<file path="src/rtl/mpt_pkg.sv">
// Shared widths, frame type and frame builder for the marker-bit transmitter.
package mpt_pkg;
    localparam int unsigned DATA_W  = 8;
    localparam int unsigned FRAME_W = DATA_W + 3;   // start + data + marker + stop
    localparam int unsigned BCNT_W  = $clog2(FRAME_W + 1);

    typedef logic [DATA_W-1:0]  byte_t;
    typedef logic [FRAME_W-1:0] frame_t;

    // Builds a frame whose bit 0 leaves the line first.
    function automatic frame_t mpt_frame(input byte_t d, input logic mpb);
        return {1'b1, mpb, d, 1'b0};
    endfunction
endpackage

</file>
<file path="src/rtl/mpt_baud.sv">
// Bit-period divider: gives one tick per bit period while run is high.
// Assumes div may be 0, which is treated as 1. restart aligns a new frame.
module mpt_baud #(
    parameter int unsigned DIV_W = 8
) (
    input  logic             clk,
    input  logic             rst_n,
    input  logic             run,
    input  logic             restart,
    input  logic [DIV_W-1:0] div,
    output logic             tick
);
    logic [DIV_W-1:0] cnt_q;
    logic [DIV_W-1:0] last;

    assign last = (div == '0) ? '0 : div - 1'b1;
    assign tick = run && (cnt_q >= last);

    // Counts clocks inside the current bit period.
    always_ff @(posedge clk) begin
        if (!rst_n || !run || restart) cnt_q <= '0;
        else if (tick)                 cnt_q <= '0;
        else                           cnt_q <= cnt_q + 1'b1;
    end
endmodule

</file>
<file path="src/rtl/mpt_shifter.sv">
// Frame shifter: takes an 11-bit frame on load and sends it LSB first.
// Assumes load only when busy is low; en low aborts the frame at once.
module mpt_shifter #(
    parameter int unsigned DIV_W = 8
) (
    input  logic             clk,
    input  logic             rst_n,
    input  logic             en,
    input  logic [DIV_W-1:0] div,
    input  logic             load,
    input  mpt_pkg::frame_t  frame,
    output logic             busy,
    output logic             done,
    output logic             sh_txd
);
    import mpt_pkg::*;

    frame_t            sreg_q;
    logic [BCNT_W-1:0] bcnt_q;
    logic              busy_q;
    logic              tick;
    logic              take;

    assign take = load && !busy_q;

    mpt_baud #(.DIV_W(DIV_W)) u_baud (
        .clk     (clk),
        .rst_n   (rst_n),
        .run     (busy_q),
        .restart (take),
        .div     (div),
        .tick    (tick)
    );

    assign busy   = busy_q;
    assign done   = busy_q && tick && (bcnt_q == BCNT_W'(FRAME_W - 1));
    assign sh_txd = busy_q ? sreg_q[0] : 1'b1;

    // Loads a frame, then shifts one bit at each bit-period tick.
    always_ff @(posedge clk) begin
        if (!rst_n || !en) begin
            sreg_q <= '1;
            bcnt_q <= '0;
            busy_q <= 1'b0;
        end else if (take) begin
            sreg_q <= frame;
            bcnt_q <= '0;
            busy_q <= 1'b1;
        end else if (busy_q && tick) begin
            sreg_q <= {1'b1, sreg_q[FRAME_W-1:1]};
            if (done) begin
                bcnt_q <= '0;
                busy_q <= 1'b0;
            end else begin
                bcnt_q <= bcnt_q + 1'b1;
            end
        end
    end
endmodule

</file>
<file path="src/rtl/mpt_regs.sv">
// Register side: holding register, marker control, empty/finished flags.
// Assumes software writes only while empty_flag is 1 and clears it afterwards.
module mpt_regs (
    input  logic            clk,
    input  logic            rst_n,
    input  logic            tx_en,
    input  logic            wr_en,
    input  mpt_pkg::byte_t  wr_data,
    input  logic            mpb_wr,
    input  logic            mpb_val,
    input  logic            clr_empty,
    input  logic            xfer_wr,
    input  logic            xfer_dis_sel,
    input  logic            xfer_cnt_nz,
    input  logic            sh_busy,
    input  logic            sh_done,
    output logic            sh_load,
    output mpt_pkg::frame_t sh_frame,
    output logic            empty_flag,
    output logic            end_flag
);
    import mpt_pkg::*;

    byte_t data_q;
    logic  mpb_q;
    logic  en_q;
    logic  empty_q;
    logic  end_q;
    logic  rise;
    logic  load_dat;
    logic  hand;

    assign rise     = tx_en && !en_q;
    assign load_dat = tx_en && en_q && !sh_busy && !empty_q;
    assign hand     = empty_q && (clr_empty || (xfer_wr && !xfer_dis_sel && xfer_cnt_nz));
    assign sh_load  = rise || load_dat;
    assign sh_frame = rise ? '1 : mpt_frame(data_q, mpb_q);

    assign empty_flag = empty_q;
    assign end_flag   = end_q;

    // Remembers the previous enable to find its rising edge.
    always_ff @(posedge clk) begin
        if (!rst_n) en_q <= 1'b0;
        else        en_q <= tx_en;
    end

    // Holding register, written by software or by the transfer engine.
    always_ff @(posedge clk) begin
        if (!rst_n)                data_q <= '0;
        else if (wr_en || xfer_wr) data_q <= wr_data;
    end

    // Marker-bit control value for the next frame.
    always_ff @(posedge clk) begin
        if (!rst_n)      mpb_q <= 1'b0;
        else if (mpb_wr) mpb_q <= mpb_val;
    end

    // Empty and finished flags; a hand-over overrides every other update.
    always_ff @(posedge clk) begin
        if (!rst_n || !tx_en) begin
            empty_q <= 1'b1;
            end_q   <= 1'b1;
        end else begin
            if (rise)              end_q   <= 1'b0;
            if (sh_done && empty_q) end_q  <= 1'b1;
            if (load_dat)          empty_q <= 1'b1;
            if (hand) begin
                empty_q <= 1'b0;
                end_q   <= 1'b0;
            end
        end
    end
endmodule

</file>
<file path="src/rtl/mpb_uart_tx.sv">
// Top: serial transmitter with marker bit, refill request and port fallback.
// Assumes all inputs are synchronous to clk.
module mpb_uart_tx #(
    parameter int unsigned DIV_W = 8
) (
    input  logic                       clk,
    input  logic                       rst_n,
    input  logic                       tx_en,
    input  logic [DIV_W-1:0]           baud_div,
    input  logic                       wr_en,
    input  logic [mpt_pkg::DATA_W-1:0] wr_data,
    input  logic                       mpb_wr,
    input  logic                       mpb_val,
    input  logic                       clr_empty,
    input  logic                       xfer_wr,
    input  logic                       xfer_dis_sel,
    input  logic                       xfer_cnt_nz,
    input  logic                       port_dir,
    input  logic                       port_dat,
    output logic                       txd,
    output logic                       empty_flag,
    output logic                       end_flag,
    output logic                       txi_req
);
    import mpt_pkg::*;

    logic   sh_load;
    logic   sh_busy;
    logic   sh_done;
    logic   sh_txd;
    frame_t sh_frame;

    mpt_regs u_regs (
        .clk          (clk),
        .rst_n        (rst_n),
        .tx_en        (tx_en),
        .wr_en        (wr_en),
        .wr_data      (wr_data),
        .mpb_wr       (mpb_wr),
        .mpb_val      (mpb_val),
        .clr_empty    (clr_empty),
        .xfer_wr      (xfer_wr),
        .xfer_dis_sel (xfer_dis_sel),
        .xfer_cnt_nz  (xfer_cnt_nz),
        .sh_busy      (sh_busy),
        .sh_done      (sh_done),
        .sh_load      (sh_load),
        .sh_frame     (sh_frame),
        .empty_flag   (empty_flag),
        .end_flag     (end_flag)
    );

    mpt_shifter #(.DIV_W(DIV_W)) u_shift (
        .clk    (clk),
        .rst_n  (rst_n),
        .en     (tx_en),
        .div    (baud_div),
        .load   (sh_load),
        .frame  (sh_frame),
        .busy   (sh_busy),
        .done   (sh_done),
        .sh_txd (sh_txd)
    );

    // Line source: the shifter when enabled, otherwise the port path (pulled high).
    always_comb begin
        if (tx_en)         txd = sh_txd;
        else if (port_dir) txd = port_dat;
        else               txd = 1'b1;
    end

    assign txi_req = tx_en && empty_flag;
endmodule

</file>
<file path="config.mk">
export PLATFORM = sky130hd
export DESIGN_NAME = mpb_uart_tx
export DESIGN_NICKNAME = d
export VERILOG_FILES = /design/src/rtl/mpt_pkg.sv /design/src/rtl/mpt_baud.sv /design/src/rtl/mpt_shifter.sv /design/src/rtl/mpt_regs.sv /design/src/rtl/mpb_uart_tx.sv
export SDC_FILE = /design/constraint.sdc
export NUM_CORES = 1
export LEC_CHECK = 0
export BUFFER_PORTS_ARGS = -buffer_cell sky130_fd_sc_hd__buf_2
export CAP_MARGIN = 40
export CORE_AREA = 2 2 97 61
export DETAILED_ROUTE_END_ITERATION = 10
export DIE_AREA = 0 0 99 63
export PLACE_DENSITY = 0.61
export SYNTH_ARGS = -nofsm -noshare
export SYNTH_HDL_FRONTEND = slang
export SYNTH_SLANG_ARGS = --single-unit
export TNS_END_PERCENT = 50
</file>
<file path="constraint.sdc">
create_clock -name clk -period 5.1 [get_ports clk]
set_input_delay 0.255 -clock clk [delete_from_list [all_inputs] [get_ports clk]]
set_output_delay 0.255 -clock clk [all_outputs]
set_load 0.02 [all_outputs]
</file>
==> reports/results.md <==
## Critical path
* startpoint of the worst-slack reg-to-reg timing path: u_shift.u_baud.cnt_q[0]
* Worst Setup End Kind: flop
* category of the worst setup path launch point: input port
* endpoint of the lowest-slack register-to-register path: u_shift.sreg_q[9]
* Worst R2R Setup Slack: 2.78 ns
* Worst Setup SP: baud_div[0]
* Setup Crit Path Kind: input port to flop
* end point of the critical path: u_shift.sreg_q[9]
* Crit path arrival time: 3.27 ns
* number of cells on the worst reg-to-reg path: 6
* Worst EP required: 5.28 ns
* highest fanout seen on the critical path: 12

## Cells and area
* growth of design area from synthesis to finish: 17.8%
* number of inserted diodes: 0
* post-route insts no fill: 318
* share of layout cells above drive strength 1: 0.185
* NumNets Final: 288
* final instance area: 0.00215 mm2

## STA
* RSZ-0062 raised after global routing: no
* total negative slack: 0 ns
* Tmin final: 3.09 ns
* f_max: 324 MHz
* Worst-Margin Slew: 0.518 ns
* final hold violation count: 0
* Setup Skew: 0.0113 ns
* slew margin rel.: 0.655
* period utilization: 0.606
* # setup viols final: 0
* Slew Limit Fails: 0

## Synthesis
* leading cell type by number of instances after synthesis: dfxtp_1
* mux cell area share after synthesis: 0.0110
* xor and xnor fraction of the mapped netlist area: 0.0432
* most frequent cells after synthesis: dfxtp_1 (35), nand2_1 (27), nor2_1 (24), a21oi_1 (22), o21ai_0 (15)
* sequential share of the synthesized area: 0.384
* top cells by area, synth: dfxtp_1 (38%), ha_1 (8.2%), a21oi_1 (6.0%)
* mapped cell area: 0.00183 mm2
* post-synthesis sequential element count: 35
* Synth Net Count: 255
* warning count from the yosys run: 0
* Unique masters post-synth: 39
* compound-cell area share of the yosys netlist: 0.221
* Post-synth ARST share: 0
* fraction of post-synthesis cell area in the top cell type by area: 0.384
* Top FF cell, synth: dfxtp_1
* EDFF count, synth: 0
* mean instance size in the synthesized netlist: 8.49 um2
* combinational family with the most area after synthesis: simple AND/OR/NAND/NOR gates
* post-synthesis cell type with the largest combined area: dfxtp_1
* simple-gate area share of the yosys netlist: 0.222
* arithmetic-cell share of the synthesized area counting full adders, half adders and majority gates: 0.0822
* synthesized netlist cell count: 215

## Floorplan
* die outline height: 63 um
* count of standard-cell rows: 21
* die width: 99 um
* placeable core area: 0.00539 mm2
* I/O pins: 32
* initial standard-cell utilization of the core: 0.339
* Die Footprint: 0.00624 mm2

## Clock tree
* Clock Pin Slew Worst Setup and Hold Paths: 0.08 ns
* TritonCTS clock tree: yes
* number of sinks driven by the clock tree: 35
* source-to-sink clock delay at the later pin of the worst-skew pair: 0.29 ns
* maximum clock path buffer count: 2
* Clk Tree Root Cell: clkbuf_8
* number of CTS-inserted buffers: 5
* post_cts resized: 0
* Post-CTS Setup Inserts: 0
* H-tree Lvls: 2
* cts hold-fix bufs: 0

## Placed design
* placed cell count: 310
* total placed instance area: 0.00203 mm2
* dpl hpwl: 2890 um
* final weighted congestion in routability-driven placement: 0.753
* count of buffers inserted at the top-level ports: 31

## Global routing
* global-route total usage across every layer: 0.131
* antenna violations before repair: 0
* global-route wire length before repair: 6550 um
* largest net degree at the start of global routing: 17
* overflow left after global routing: 0
* via count of the first global-routing pass: 1423

## Power
* LEAKAGE: 0.956 nW
* Pwr per Cell Area: 279 mW/mm2
* Tot Pwr: 0.000600 W
* VDD IR-drop max: 0.115 mV

## Drt
* remaining antenna violation count: 0
* number of optimization iterations in the first detailed-route pass: 4
* DRT iter0 DRCs: 54
* total wire length after detailed routing: 3770 um
* via density per instance: 4.97
* Avg WL per Cell: 11.8 um
* Via Count: 1582
* remaining routing DRC violations: 0

## Flow run
* reported max-cap violation count: 0

## Hold path
* type of the tightest min-delay check: input port to flop
* Worst Hold Launch: wr_data[1]

## Status
* run status: finished, final reports clean

worst min-delay path by stage:
stage	cells after the start	endpoint	slack (ns)
after floorplan	2	u_regs.data_q[0]	0.42
after global placement	2	u_shift.sreg_q[3]	0.44
after detailed placement	2	u_shift.sreg_q[6]	0.45
after CTS	3	u_regs.data_q[0]	0.22
after global routing	3	u_regs.data_q[1]	0.22
final	3	u_regs.data_q[1]	0.22
power breakdown:
| group | switching [W] | internal (W) | leakage [nW] |
|---|---|---|---|
| clock | 0.000107 | 0.000148 | 0.0587 |
| combinational | 0.0000319 | 0.0000266 | 0.612 |
| sequential | 0.00000552 | 0.000281 | 0.286 |
| total | 0.000144 | 0.000455 | 0.956 |
metal layers:
metal  up-vias  wire length, um  part of all wire  GRT usage
met5         -                0                 0          0
met4         0               53             0.014     0.0565
met3         5              163             0.043     0.0414
met2        30             1460              0.39      0.170
met1       724             2080              0.55      0.193
li1        823                -                 -          -
kinds of logic (layout without fill, tap and decap cells):
kind of cell | count (synthesis) | after routing
buf+inv | 14 | 48
mux | 2 | 2
flops | 35 | 35
simple gates | 84 | 84
fa+ha+maj | 12 | 12
compound gates | 59 | 59
xor+xnor | 9 | 9
critical path, stage by stage:
cell and delay (ns):
buf_2 0.10, inv_1 0.06, ha_1 0.15, nor2b_1 0.24
nand3b_1 0.15, or3_1 0.42, and2_1 0.20, ha_1 0.26
nand2b_4 0.13, a2111o_1 0.46, a32o_1 0.41, o32a_2 0.42
registers in the layout, indices dropped and copies added (netlist names):
name and cells:
u_regs.data_q 8, u_regs.en_q 1, u_regs.mpb_q 1, u_shift.bcnt_q 4, u_shift.sreg_q 10, u_shift.u_baud.cnt_q 8
u_regs.empty_flag 1, u_shift.busy 1, u_regs.end_flag 1
placed cells by master (no fill, tap or decap), types with 2 or more instances in the layout:
cell and count:
a21boi_0 8, a21oi_1 22, a31oi_1 2, a32oi_1 2, and2_1 3, and3_1 4
buf_2 31, clkbuf_8 5, dfxtp_1 35, ha_1 12, inv_1 9, mux2i_1 2
nand2_1 27, nand2b_1 2, nand3_1 8, nor2_1 24, nor2b_1 4, nor3_1 2
o21ai_0 15, or3_1 3, xnor2_1 2, xor2_1 7
metrics by stage:
step | util | setup slack [ns] | hold slack, ns
2_1_floorplan | - | 2.19 | 0.420
6_report | 0.399 | 2.01 | 0.219
5_1_grt | 0.399 | 1.74 | 0.215
3_5_place_dp | 0.377 | 1.69 | 0.445
4_1_cts | 0.399 | 1.99 | 0.216
3_3_place_gp | 0.377 | 1.77 | 0.443
area by class of cell:
type	instances	area, um2
clock buffer	5	68.8
clock inverter	3	47.5
fill	562	3240
inverter	9	33.8
multi-input combinational	166	1060
sequential	35	701
tap	69	86.3
timing repair buffer	31	155
(Power assumes the default switching activity.)
